--- src/rtl/twu_pkg.sv ---
// Shared types for the timer waveform unit.
// decode_mode maps the 4-bit mode field to a counting family, a TOP
// source and whether the channel-A toggle code is honoured in PWM.
package twu_pkg;

    typedef enum logic [1:0] {
        FAM_FREE  = 2'd0,
        FAM_CLEAR = 2'd1,
        FAM_SLOPE = 2'd2,
        FAM_DUAL  = 2'd3
    } fam_e;

    typedef enum logic [2:0] {
        TOP_FULL = 3'd0,
        TOP_B8   = 3'd1,
        TOP_B9   = 3'd2,
        TOP_B10  = 3'd3,
        TOP_CHA  = 3'd4
    } topsrc_e;

    typedef struct packed {
        fam_e    fam;
        topsrc_e src;
        logic    tog_a;
    } mode_t;

    // Mode field decode: family, TOP source, channel-A toggle permission.
    function automatic mode_t decode_mode(input logic [3:0] m);
        mode_t r;
        case (m)
            4'd0:    r = '{FAM_FREE,  TOP_FULL, 1'b0};
            4'd1:    r = '{FAM_DUAL,  TOP_B8,   1'b0};
            4'd2:    r = '{FAM_DUAL,  TOP_B9,   1'b0};
            4'd3:    r = '{FAM_DUAL,  TOP_B10,  1'b0};
            4'd4:    r = '{FAM_CLEAR, TOP_CHA,  1'b0};
            4'd5:    r = '{FAM_SLOPE, TOP_B8,   1'b0};
            4'd6:    r = '{FAM_SLOPE, TOP_B9,   1'b0};
            4'd7:    r = '{FAM_SLOPE, TOP_B10,  1'b0};
            4'd8:    r = '{FAM_DUAL,  TOP_FULL, 1'b0};
            4'd9:    r = '{FAM_DUAL,  TOP_CHA,  1'b1};
            4'd10:   r = '{FAM_DUAL,  TOP_FULL, 1'b0};
            4'd11:   r = '{FAM_DUAL,  TOP_CHA,  1'b1};
            4'd12:   r = '{FAM_CLEAR, TOP_FULL, 1'b0};
            4'd13:   r = '{FAM_FREE,  TOP_FULL, 1'b0};
            4'd14:   r = '{FAM_SLOPE, TOP_FULL, 1'b0};
            default: r = '{FAM_SLOPE, TOP_CHA,  1'b1};
        endcase
        return r;
    endfunction

endpackage

--- src/rtl/twu_counter.sv ---
// Up/down counter for the waveform unit.
// Single-direction families wrap to 0 on a tick at or above TOP; the
// dual-slope family reverses at TOP and at 0. Assumes top is stable
// within a cycle; advances only when tick is high.
module twu_counter
    import twu_pkg::*;
#(
    parameter int WIDTH = 16
) (
    input  logic             clk,
    input  logic             rst_n,
    input  logic             tick,
    input  fam_e             fam,
    input  logic [WIDTH-1:0] top,
    output logic [WIDTH-1:0] cnt,
    output logic             at_top,
    output logic             at_bot,
    output logic             step_dn
);

    logic             dir_dn;
    logic [WIDTH-1:0] cnt_nxt;

    // Extremes and the direction this tick will take.
    always_comb begin
        at_top  = (cnt >= top);
        at_bot  = (cnt == '0);
        step_dn = (fam == FAM_DUAL) && (dir_dn ? !at_bot : at_top);
    end

    // Next count value for the selected family.
    always_comb begin
        if (fam == FAM_DUAL)
            cnt_nxt = step_dn ? cnt - 1'b1 : cnt + 1'b1;
        else
            cnt_nxt = at_top ? '0 : cnt + 1'b1;
    end

    // Count and direction registers.
    always_ff @(posedge clk) begin
        if (!rst_n) begin
            cnt    <= '0;
            dir_dn <= 1'b0;
        end else if (tick) begin
            cnt    <= cnt_nxt;
            dir_dn <= step_dn;
        end
    end

    p_wrap_r8: assert property (@(posedge clk) disable iff (!rst_n)
        (tick && fam != FAM_DUAL && at_top) |=> (cnt == '0));

    p_dual_rise_r8: assert property (@(posedge clk) disable iff (!rst_n)
        (tick && fam == FAM_DUAL && !dir_dn && !at_top) |=> (cnt == $past(cnt) + 1'b1));

    p_idle_count_r11: assert property (@(posedge clk) disable iff (!rst_n)
        !tick |=> $stable(cnt));

endmodule

--- src/rtl/twu_cmp_buf.sv ---
// Compare value buffers for all channels.
// Transparent (loaded every clock) in the free-running and clear-on-compare
// families; in single-slope PWM loads on a tick at TOP, in dual-slope PWM
// on a tick at 0, so a period never sees a half-updated value.
module twu_cmp_buf
    import twu_pkg::*;
#(
    parameter int WIDTH = 16,
    parameter int NCH   = 3
) (
    input  logic                 clk,
    input  logic                 rst_n,
    input  logic                 tick,
    input  fam_e                 fam,
    input  logic                 at_top,
    input  logic                 at_bot,
    input  logic [NCH*WIDTH-1:0] cmp_in,
    output logic [NCH*WIDTH-1:0] cmp_q
);

    logic load;

    // Update point for the current family.
    always_comb begin
        case (fam)
            FAM_SLOPE: load = tick && at_top;
            FAM_DUAL:  load = tick && at_bot;
            default:   load = 1'b1;
        endcase
    end

    for (genvar i = 0; i < NCH; i++) begin : g_buf
        // One buffered compare value per channel.
        always_ff @(posedge clk) begin
            if (!rst_n)
                cmp_q[i*WIDTH +: WIDTH] <= '0;
            else if (load)
                cmp_q[i*WIDTH +: WIDTH] <= cmp_in[i*WIDTH +: WIDTH];
        end
    end

    p_slope_hold_r9: assert property (@(posedge clk) disable iff (!rst_n)
        (fam == FAM_SLOPE && !(tick && at_top)) |=> $stable(cmp_q));

    p_dual_hold_r9: assert property (@(posedge clk) disable iff (!rst_n)
        (fam == FAM_DUAL && !(tick && at_bot)) |=> $stable(cmp_q));

endmodule

--- src/rtl/twu_channel.sv ---
// One compare channel: output enable decode and registered pin level.
// Assumes cmp is the buffered compare value and step_dn the direction the
// counter takes on this tick (only meaningful in dual-slope PWM).
module twu_channel
    import twu_pkg::*;
#(
    parameter int WIDTH = 16
) (
    input  logic             clk,
    input  logic             rst_n,
    input  logic             tick,
    input  fam_e             fam,
    input  logic [1:0]       code,
    input  logic             tog_ok,
    input  logic [WIDTH-1:0] cmp,
    input  logic [WIDTH-1:0] cnt,
    input  logic             at_top,
    input  logic             step_dn,
    output logic             pin,
    output logic             oe
);

    logic pwm;
    logic hit;
    logic pin_nxt;

    // Pin enable: code 00 off; toggle code in PWM only where permitted.
    always_comb begin
        pwm = (fam == FAM_SLOPE) || (fam == FAM_DUAL);
        oe  = (code != 2'b00) && !(code == 2'b01 && pwm && !tog_ok);
        hit = (cnt == cmp);
    end

    // Next pin level from family, code, match and wrap.
    always_comb begin
        pin_nxt = pin;
        if (tick && oe) begin
            case (fam)
                FAM_SLOPE: begin
                    if (code == 2'b01) begin
                        if (hit) pin_nxt = !pin;
                    end else if (at_top) begin
                        pin_nxt = !code[0];
                    end else if (hit) begin
                        pin_nxt = code[0];
                    end
                end
                FAM_DUAL: begin
                    if (hit) begin
                        if (code == 2'b01) pin_nxt = !pin;
                        else               pin_nxt = step_dn ? !code[0] : code[0];
                    end
                end
                default: begin
                    if (hit) begin
                        if (code == 2'b01) pin_nxt = !pin;
                        else               pin_nxt = code[0];
                    end
                end
            endcase
        end
    end

    // Pin level register.
    always_ff @(posedge clk) begin
        if (!rst_n) pin <= 1'b0;
        else        pin <= pin_nxt;
    end

    p_hold_disabled_r2: assert property (@(posedge clk) disable iff (!rst_n)
        !oe |=> $stable(pin));

    p_slope_wrap_level_r4: assert property (@(posedge clk) disable iff (!rst_n)
        (tick && oe && fam == FAM_SLOPE && code[1] && at_top) |=> (pin == !$past(code[0])));

    p_idle_pin_r11: assert property (@(posedge clk) disable iff (!rst_n)
        !tick |=> $stable(pin));

endmodule

--- src/rtl/timer_wave_unit.sv ---
// Timer compare waveform unit: counter, compare buffers and NCH channels.
// Assumes WIDTH >= 10 so the fixed 8/9/10-bit TOP values fit; channel A
// is channel 0 and supplies TOP in the channel-A modes.
module timer_wave_unit
    import twu_pkg::*;
#(
    parameter int WIDTH = 16,
    parameter int NCH   = 3
) (
    input  logic                 clk,
    input  logic                 rst_n,
    input  logic                 tick_en,
    input  logic [3:0]           wgm_mode,
    input  logic [2*NCH-1:0]     com_mode,
    input  logic [NCH*WIDTH-1:0] cmp_val,
    output logic [NCH-1:0]       wave_o,
    output logic [NCH-1:0]       wave_oe
);

    localparam logic [WIDTH-1:0] TOP8  = WIDTH'((1 << 8) - 1);
    localparam logic [WIDTH-1:0] TOP9  = WIDTH'((1 << 9) - 1);
    localparam logic [WIDTH-1:0] TOP10 = WIDTH'((1 << 10) - 1);

    mode_t                mi;
    logic [WIDTH-1:0]     top;
    logic [WIDTH-1:0]     cnt;
    logic                 at_top;
    logic                 at_bot;
    logic                 step_dn;
    logic [NCH*WIDTH-1:0] cmp_q;

    // Mode decode and TOP selection.
    always_comb begin
        mi = decode_mode(wgm_mode);
        case (mi.src)
            TOP_B8:  top = TOP8;
            TOP_B9:  top = TOP9;
            TOP_B10: top = TOP10;
            TOP_CHA: top = cmp_q[WIDTH-1:0];
            default: top = '1;
        endcase
    end

    twu_counter #(.WIDTH(WIDTH)) u_counter (
        .clk     (clk),
        .rst_n   (rst_n),
        .tick    (tick_en),
        .fam     (mi.fam),
        .top     (top),
        .cnt     (cnt),
        .at_top  (at_top),
        .at_bot  (at_bot),
        .step_dn (step_dn)
    );

    twu_cmp_buf #(.WIDTH(WIDTH), .NCH(NCH)) u_cmp_buf (
        .clk    (clk),
        .rst_n  (rst_n),
        .tick   (tick_en),
        .fam    (mi.fam),
        .at_top (at_top),
        .at_bot (at_bot),
        .cmp_in (cmp_val),
        .cmp_q  (cmp_q)
    );

    for (genvar i = 0; i < NCH; i++) begin : g_ch
        twu_channel #(.WIDTH(WIDTH)) u_ch (
            .clk     (clk),
            .rst_n   (rst_n),
            .tick    (tick_en),
            .fam     (mi.fam),
            .code    (com_mode[2*i +: 2]),
            .tog_ok  ((i == 0) && mi.tog_a),
            .cmp     (cmp_q[i*WIDTH +: WIDTH]),
            .cnt     (cnt),
            .at_top  (at_top),
            .step_dn (step_dn),
            .pin     (wave_o[i]),
            .oe      (wave_oe[i])
        );
    end

    p_idle_pins_r11: assert property (@(posedge clk) disable iff (!rst_n)
        !tick_en |=> $stable(wave_o));

    p_reset_low_r1: assert property (@(posedge clk)
        !rst_n |=> (wave_o == '0));

endmodule

--- config.mk ---
export PLATFORM = sky130hd
export DESIGN_NAME = timer_wave_unit
export DESIGN_NICKNAME = d
export VERILOG_FILES = /design/src/rtl/twu_pkg.sv /design/src/rtl/twu_counter.sv /design/src/rtl/twu_cmp_buf.sv /design/src/rtl/twu_channel.sv /design/src/rtl/timer_wave_unit.sv
export SDC_FILE = /design/constraint.sdc
export NUM_CORES = 1
export LEC_CHECK = 0
export CAP_MARGIN = 20
export CORE_MARGIN = 5
export CORE_UTILIZATION = 60
export CTS_CLUSTER_SIZE = 25
export DETAILED_ROUTE_END_ITERATION = 6
export PLACE_DENSITY = 0.86
export RECOVER_POWER = 100
export REMOVE_ABC_BUFFERS = 1
export SLEW_MARGIN = 20
export SYNTH_ARGS = -nofsm -noshare
export SYNTH_HDL_FRONTEND = slang
export SYNTH_SLANG_ARGS = --single-unit
--- constraint.sdc ---
create_clock -name clk -period 11.4 [get_ports clk]
set_clock_uncertainty 0.15 [all_clocks]
set_input_delay 2.85 -clock clk [delete_from_list [all_inputs] [get_ports clk]]
set_output_delay 2.85 -clock clk [all_outputs]
set_load 0.005 [all_outputs]
After elaboration in Yosys (flattened, before gate mapping)
Memory sizes are Yosys's and may differ from the RTL's.
Index checks and enable logic that the tools add are counted.
{ "totals": {"inputBits": 61, "memories": 1, "rom_bits": 96, "output_inout_bits": 6, "reg_bits": 68} }
{ "classes": {"eq_ne": 18, "n_reduce_logical": 38, "add_sub_neg": 2, "muxes": 36, "order_cmp": 1} }
{ "mem_list": {"columns": ["memory", "depth", "word_bits", "rd", "rd_clocked_by_memory_dff", "write_ports", "line", "rtl"], "rows": [
  ["(no name shown)", 16, 6, 1, 0, 0, "twu_pkg.sv:30", "case (m)"]
]} }
{ "op_table": {"columns": ["operator", "count"], "rows": [
  ["$pmux 16 s4", 1],
  ["$eq 16x16->1", 3],
  ["$mux 16", 3],
  ["$mux 1", 28],
  ["$reduce_bool 2->1", 9],
  ["$add 16x1->16 const B", 1],
  ["$ge 16x16->1", 1],
  ["$logic_not 16->1", 1],
  ["$sub 16x1->16 const B", 1],
  ["$reduce_and 5->1", 3],
  ["$logic_and 1x1->1", 13],
  ["$ne 2x1->1 const B", 6],
  ["$logic_not 1->1", 11],
  ["$pmux 1 s2", 4],
  ["$eq 2x1->1 const B", 3],
  ["$eq 3x2->1 const B", 2],
  ["$eq 2x2->1 const B", 2],
  ["$eq 3x1->1 const B", 1],
  ["$eq 3x3->1 const B", 1],
  ["$logic_or 1x1->1", 1]
]} }

Depth between registers and ports, before layout
An unclocked memory read counts as a cell.
{ "logic_depth": {"ltp_word": 10, "mapped_depth": 16} }

Modules after synthesis
Synthesis repeated with hierarchy kept, for this count alone.
{ "unflattened": {"cells_unflattened": 742, "area_unflattened_um2": 6003.3} }
{ "by_module_without_submodules": {"columns": ["module", "cells_per_inst", "area_per_inst_um2", "n_inst", "seq_area_each_um2"], "rows": [
  ["twu_cmp_buf", 342, 2901.5, 1, 960.9],
  ["twu_counter", 246, 1856.8, 1, 340.3],
  ["twu_channel", 37, 316.6, 3, 20.0],
  ["timer_wave_unit", 43, 295.3, 1, 0.0]
]} }

Worst setup path after synthesis
No wires, ideal clock.
{ "synth_path": {"path_kind": "input-to-output", "start": "in wgm_mode[3]", "end": "out wave_oe[1]", "slack_ps": 4712, "t_required_ps": 8400, "path_stages": 5, "n_path_buf": 2, "arrival_ps": 3688, "path_cell_list": "clkbuf_1 -> nand2_1 -> a21oi_1 -> a21o_1 -> buf_4"} }
{ "synth_via": {"elab_chain_len": 6, "elab_cells_between_ends": 7, "classes_between": "eq/ne (2); reduce/logical (4); memory (1)"} }
{ "synth_lines": {"columns": ["element", "line", "rtl"], "rows": [
  ["start, declared", "timer_wave_unit.sv:13", "input logic [3:0] wgm_mode,"],
  ["$mem_v2 16x6 *", null, null],
  ["$eq 2x2->1", "twu_channel.sv:29", "pwm = (fam == FAM_SLOPE) || (fam == FAM_DUAL);"],
  ["$logic_or 1x1->1 *", "twu_channel.sv:29", null],
  ["$logic_and 1x1->1 *", "twu_channel.sv:30", "oe = (code != 2'b00) && !(code == 2'b01 && pwm && !tog_ok);"],
  ["$logic_not 1->1 *", "twu_channel.sv:30", null],
  ["$logic_and 1x1->1 *", "twu_channel.sv:30", null],
  ["end, declared", "timer_wave_unit.sv:17", "output logic [NCH-1:0] wave_oe"]
]} }
Every way passes the cells marked *; elsewhere a longest branch is shown, timed or not.

Final worst setup path
{ "layout_path": {"start": "in wgm_mode[1]", "end": "reg u_cmp_buf.cmp_q[1]"} }
{ "layout_via": {"elab_chain_len": 6, "elab_cells_between_ends": 11, "classes_between": "order compare (1); eq/ne (6); mux (2); reduce/logical (1); memory (1)"} }
{ "layout_lines": {"columns": ["element", "line", "rtl"], "rows": [
  ["$mem_v2 16x6 *", null, null],
  ["$eq 3x3->1, or another cell as far along", "timer_wave_unit.sv:35", "case (mi.src)"],
  ["$pmux 16 s4", "timer_wave_unit.sv:35", null],
  ["$ge 16x16->1", "twu_counter.sv:26", "at_top = (cnt >= top);"],
  ["$logic_and 1x1->1", "twu_cmp_buf.sv:26", "FAM_SLOPE: load = tick && at_top;"],
  ["$pmux 1 s2 *", "twu_cmp_buf.sv:25", "case (fam)"],
  ["end signal, assigned by index", "twu_cmp_buf.sv:38", "cmp_q[i*WIDTH +: WIDTH] <= cmp_in[i*WIDTH +: WIDTH];"],
  ["end, declared", "twu_cmp_buf.sv:18", "output logic [NCH*WIDTH-1:0] cmp_q"]
]} }
Marked as above.
A chain may end at the register's enable or synchronous reset.

==> flow_metrics.tcl <==
set metrics [dict create \
    seq_power_share 0.377 \
    yosysTopAreaCell "dfxtp_1" \
    r2r_setup_slack_ns 6.73 \
    clock-root-buffer "clkbuf_8" \
    setup-tns-final_ns 0 \
    yosys_register_bits 68 \
    ys_types 68 \
    hold_slack_ns 0.326 \
    drive_above_1_share 0.0571 \
    clock_sinks 68 \
    cp_common_cell "nor2_1" \
    drc_errors 0 \
    place_area_um2 5520 \
    slew_viol_final 0 \
    syn_inst 634 \
    endpoint_kind "flip-flop" \
    fin_ws_ns 3.24 \
    grt_max_degree 110 \
    crit_type "input port to flip-flop" \
    syn_area_um2 4960 \
    power_uw 750 \
    rr_endpoint "u_cmp_buf.cmp_q[1]" \
    ys_top_cells_by_area "dfxtp_1 27%, mux2i_1 10%, nand2_1 9.1%" \
    whs_endpoint "u_cmp_buf.cmp_q[20]" \
    outcome "completed" \
    hp-start "u_cmp_buf.cmp_q[20]" \
    r2r-start "u_counter.cnt[0]" \
    rows 33 \
    via_count 4744 \
    clock_path_buffers 2 \
    synth_edf_count 0 \
    fmax_mhz 123 \
    synth_flop_cell "dfxtp_1" \
    pin_count 67 \
    crit_fanout 48 \
    start_util 0.610 \
    crit_chain "dlygate4sd3_1 > nor2_1 > nor2_1 > o21ai_0 > a21oi_1 > ha_1 > nand4_1 > nor2_1 > a2111o_1 > nor3_1 > o21ai_0 > a21oi_4 > buf_4 > mux2i_1" \
    n_antenna_cell 0 \
    p_sw_uw 233 \
    cp_slowest_cell "nor3_1" \
    antenna_found_initial 0 \
    rr_worst_depth 10 \
    wirelength_um 13700 \
    swShare 0.311 \
    wl_per_cell_um 17.8 \
    cts_hold_buf 0 \
    place.gp.congestion 0.924 \
    rsz0062_at_grt "false" \
    arrival_ns 8.27 \
    p_per_area_nw_per_um2 130 \
    dp_hpwl_um 9460 \
    critPathTopFamily "compound AO/OA/AOI/OAI gates" \
    critPathRequiredTime_ns 11.51 \
    p_leak_nw 2.56 \
    cap_viol_max_count 0 \
    post_cts_resized 0 \
    synth_top_area_frac 0.274 \
    hold_violations 0 \
    ys_seq_area_frac 0.274 \
    insertion_delay_ns 0.35 \
    cts.clk_slew.worst_paths_ns 0.07 \
    die_x_um 101 \
    hold_path_depth 2 \
    setup_viol 0 \
    finalWorstPathRequiredPeriod_ns 8.16 \
    cts_tree "done" \
    worst_pin_slew_ns 1.46 \
    area_growth_pct 16.2 \
    drt-initial-drc-count 416 \
    nets 739 \
    intPower_uw 517 \
    grt_pass1_vias 4637 \
    irDropWorstVdd_mv 0.0648 \
    grt_pass1_wl_um 22200 \
    max_stage_delay_ns 1.12 \
    via_per_inst 6.16 \
    grt.overflow.total 0 \
    ant_nets 0 \
    dieHeight_um 101 \
    drt_pass1_iterations 5 \
    synthArstFlopShare 0 \
    power_frac_comb 0.268 \
    pre_cts_ws_ns 3.46 \
    grt_usage 0.270 \
    fin_crit_sh 0.715 \
    die-area_um2 10200 \
    max-slew-margin-rel 0.0223 \
    io_buffers 66 \
    cts_inserted_buffers 9 \
    yosysWarnings 0 \
    design_area_um2 5760 \
    power.clock.fraction 0.355 \
    core_um2 8130 \
    worst-path-buf-inv 2 \
    hp-class "flip-flop to flip-flop" \
    avgSynthCellArea_um2 7.82 \
    startpoint_type "input port" \
    post_cts_buffers 0 \
    cts_max_level 3 \
]
-- per-layer routing --
metal | wire length [um] | vias up | track usage
met5 | 0 | - | 0
met4 | 327 | 0 | 0.100
met3 | 1020 | 31 | 0.0484
met2 | 6390 | 210 | 0.447
met1 | 5990 | 2223 | 0.351
li1 | - | 2280 | -
-- state kept, by name, summed over array words and instances, names as in the netlist --
| register | flops |
|---|---|
| u_counter.dir_dn | 1 |
| g_ch.u_ch.pin | 3 |
| u_counter.cnt | 16 |
| u_cmp_buf.cmp_q | 48 |
-- layout make-up --
type                            instances  area, um^2
Timing Repair Buffer                   74         718
Inverter                               14        52.6
Fill cell                             661        2370
Clock inverter                          7         139
Sequential cell                        68        1360
Clock buffer                            9         124
Multi-Input combinational cell        493        3240
Tap cell                              105         131
-- worst max path at each step --
stage	start	to	slack (ns)	cells past startpoint
floorplan	wgm_mode[0]	u_cmp_buf.cmp_q[0]	2.33	11
global placement	wgm_mode[0]	wave_oe[1]	3.51	5
detailed placement	wgm_mode[3]	wave_oe[2]	3.46	5
CTS	wgm_mode[3]	wave_oe[2]	3.45	5
global route	wgm_mode[1]	u_cmp_buf.cmp_q[6]	3.06	14
finish	wgm_mode[1]	u_cmp_buf.cmp_q[1]	3.24	14
-- cells in the final DEF (no fill, tap or decap), types with 22 or more instances in the layout --
| cell type | instances |
|---|---|
| nand2_1 | 121 |
| dfxtp_1 | 68 |
| clkdlybuf4s50_1 | 58 |
| mux2i_1 | 50 |
| a21oi_1 | 34 |
| xor2_1 | 34 |
| nor2_1 | 28 |
| nand3_1 | 24 |
| xnor2_1 | 22 |
-- stage by stage --
stage,instances,util
6_report,770,0.709
3_5_place_dp,754,0.678
3_3_place_gp,754,0.678
5_1_grt,770,0.709
4_1_cts,770,0.710
2_1_floorplan,575,-
-- cells by family after synthesis --
| logic type | Yosys count | synth area share |
|---|---|---|
| fa+ha+maj | 18 | 0.0454 |
| buf+inv | 73 | 0.0734 |
| mux | 51 | 0.103 |
| flops | 68 | 0.274 |
| compound gates | 123 | 0.169 |
| xor+xnor | 56 | 0.0989 |
| simple gates | 245 | 0.235 |
-- worst min-delay path, delay by kind of cell, from the launching register on --
family | cells | cell delay (ns)
AND/OR/NAND/NOR | 1 | 0.06
multiplexers | 1 | 0.05
flip-flops | 1 | 0.32
-- power by group through the flow --
stage	registers (mW)	clock network (mW)	logic (mW)
2_1_floorplan	0.282	0	0.133
3_3_place_gp	0.287	0	0.190
3_5_place_dp	0.287	0	0.196
4_1_cts	0.282	0.269	0.199
5_1_grt	0.285	0.277	0.219
6_report	0.283	0.266	0.201
-- cell usage after synthesis (12+ instances only) --
cell type	n
a21oi_1	35
buf_2	12
clkbuf_1	32
dfxtp_1	68
ha_1	18
inv_1	12
mux2i_1	50
nand2_1	120
nand3_1	24
nand4_1	12
nor2_1	28
o21ai_0	17
xnor2_1	22
xor2_1	34
(Power assumes the default switching activity.)
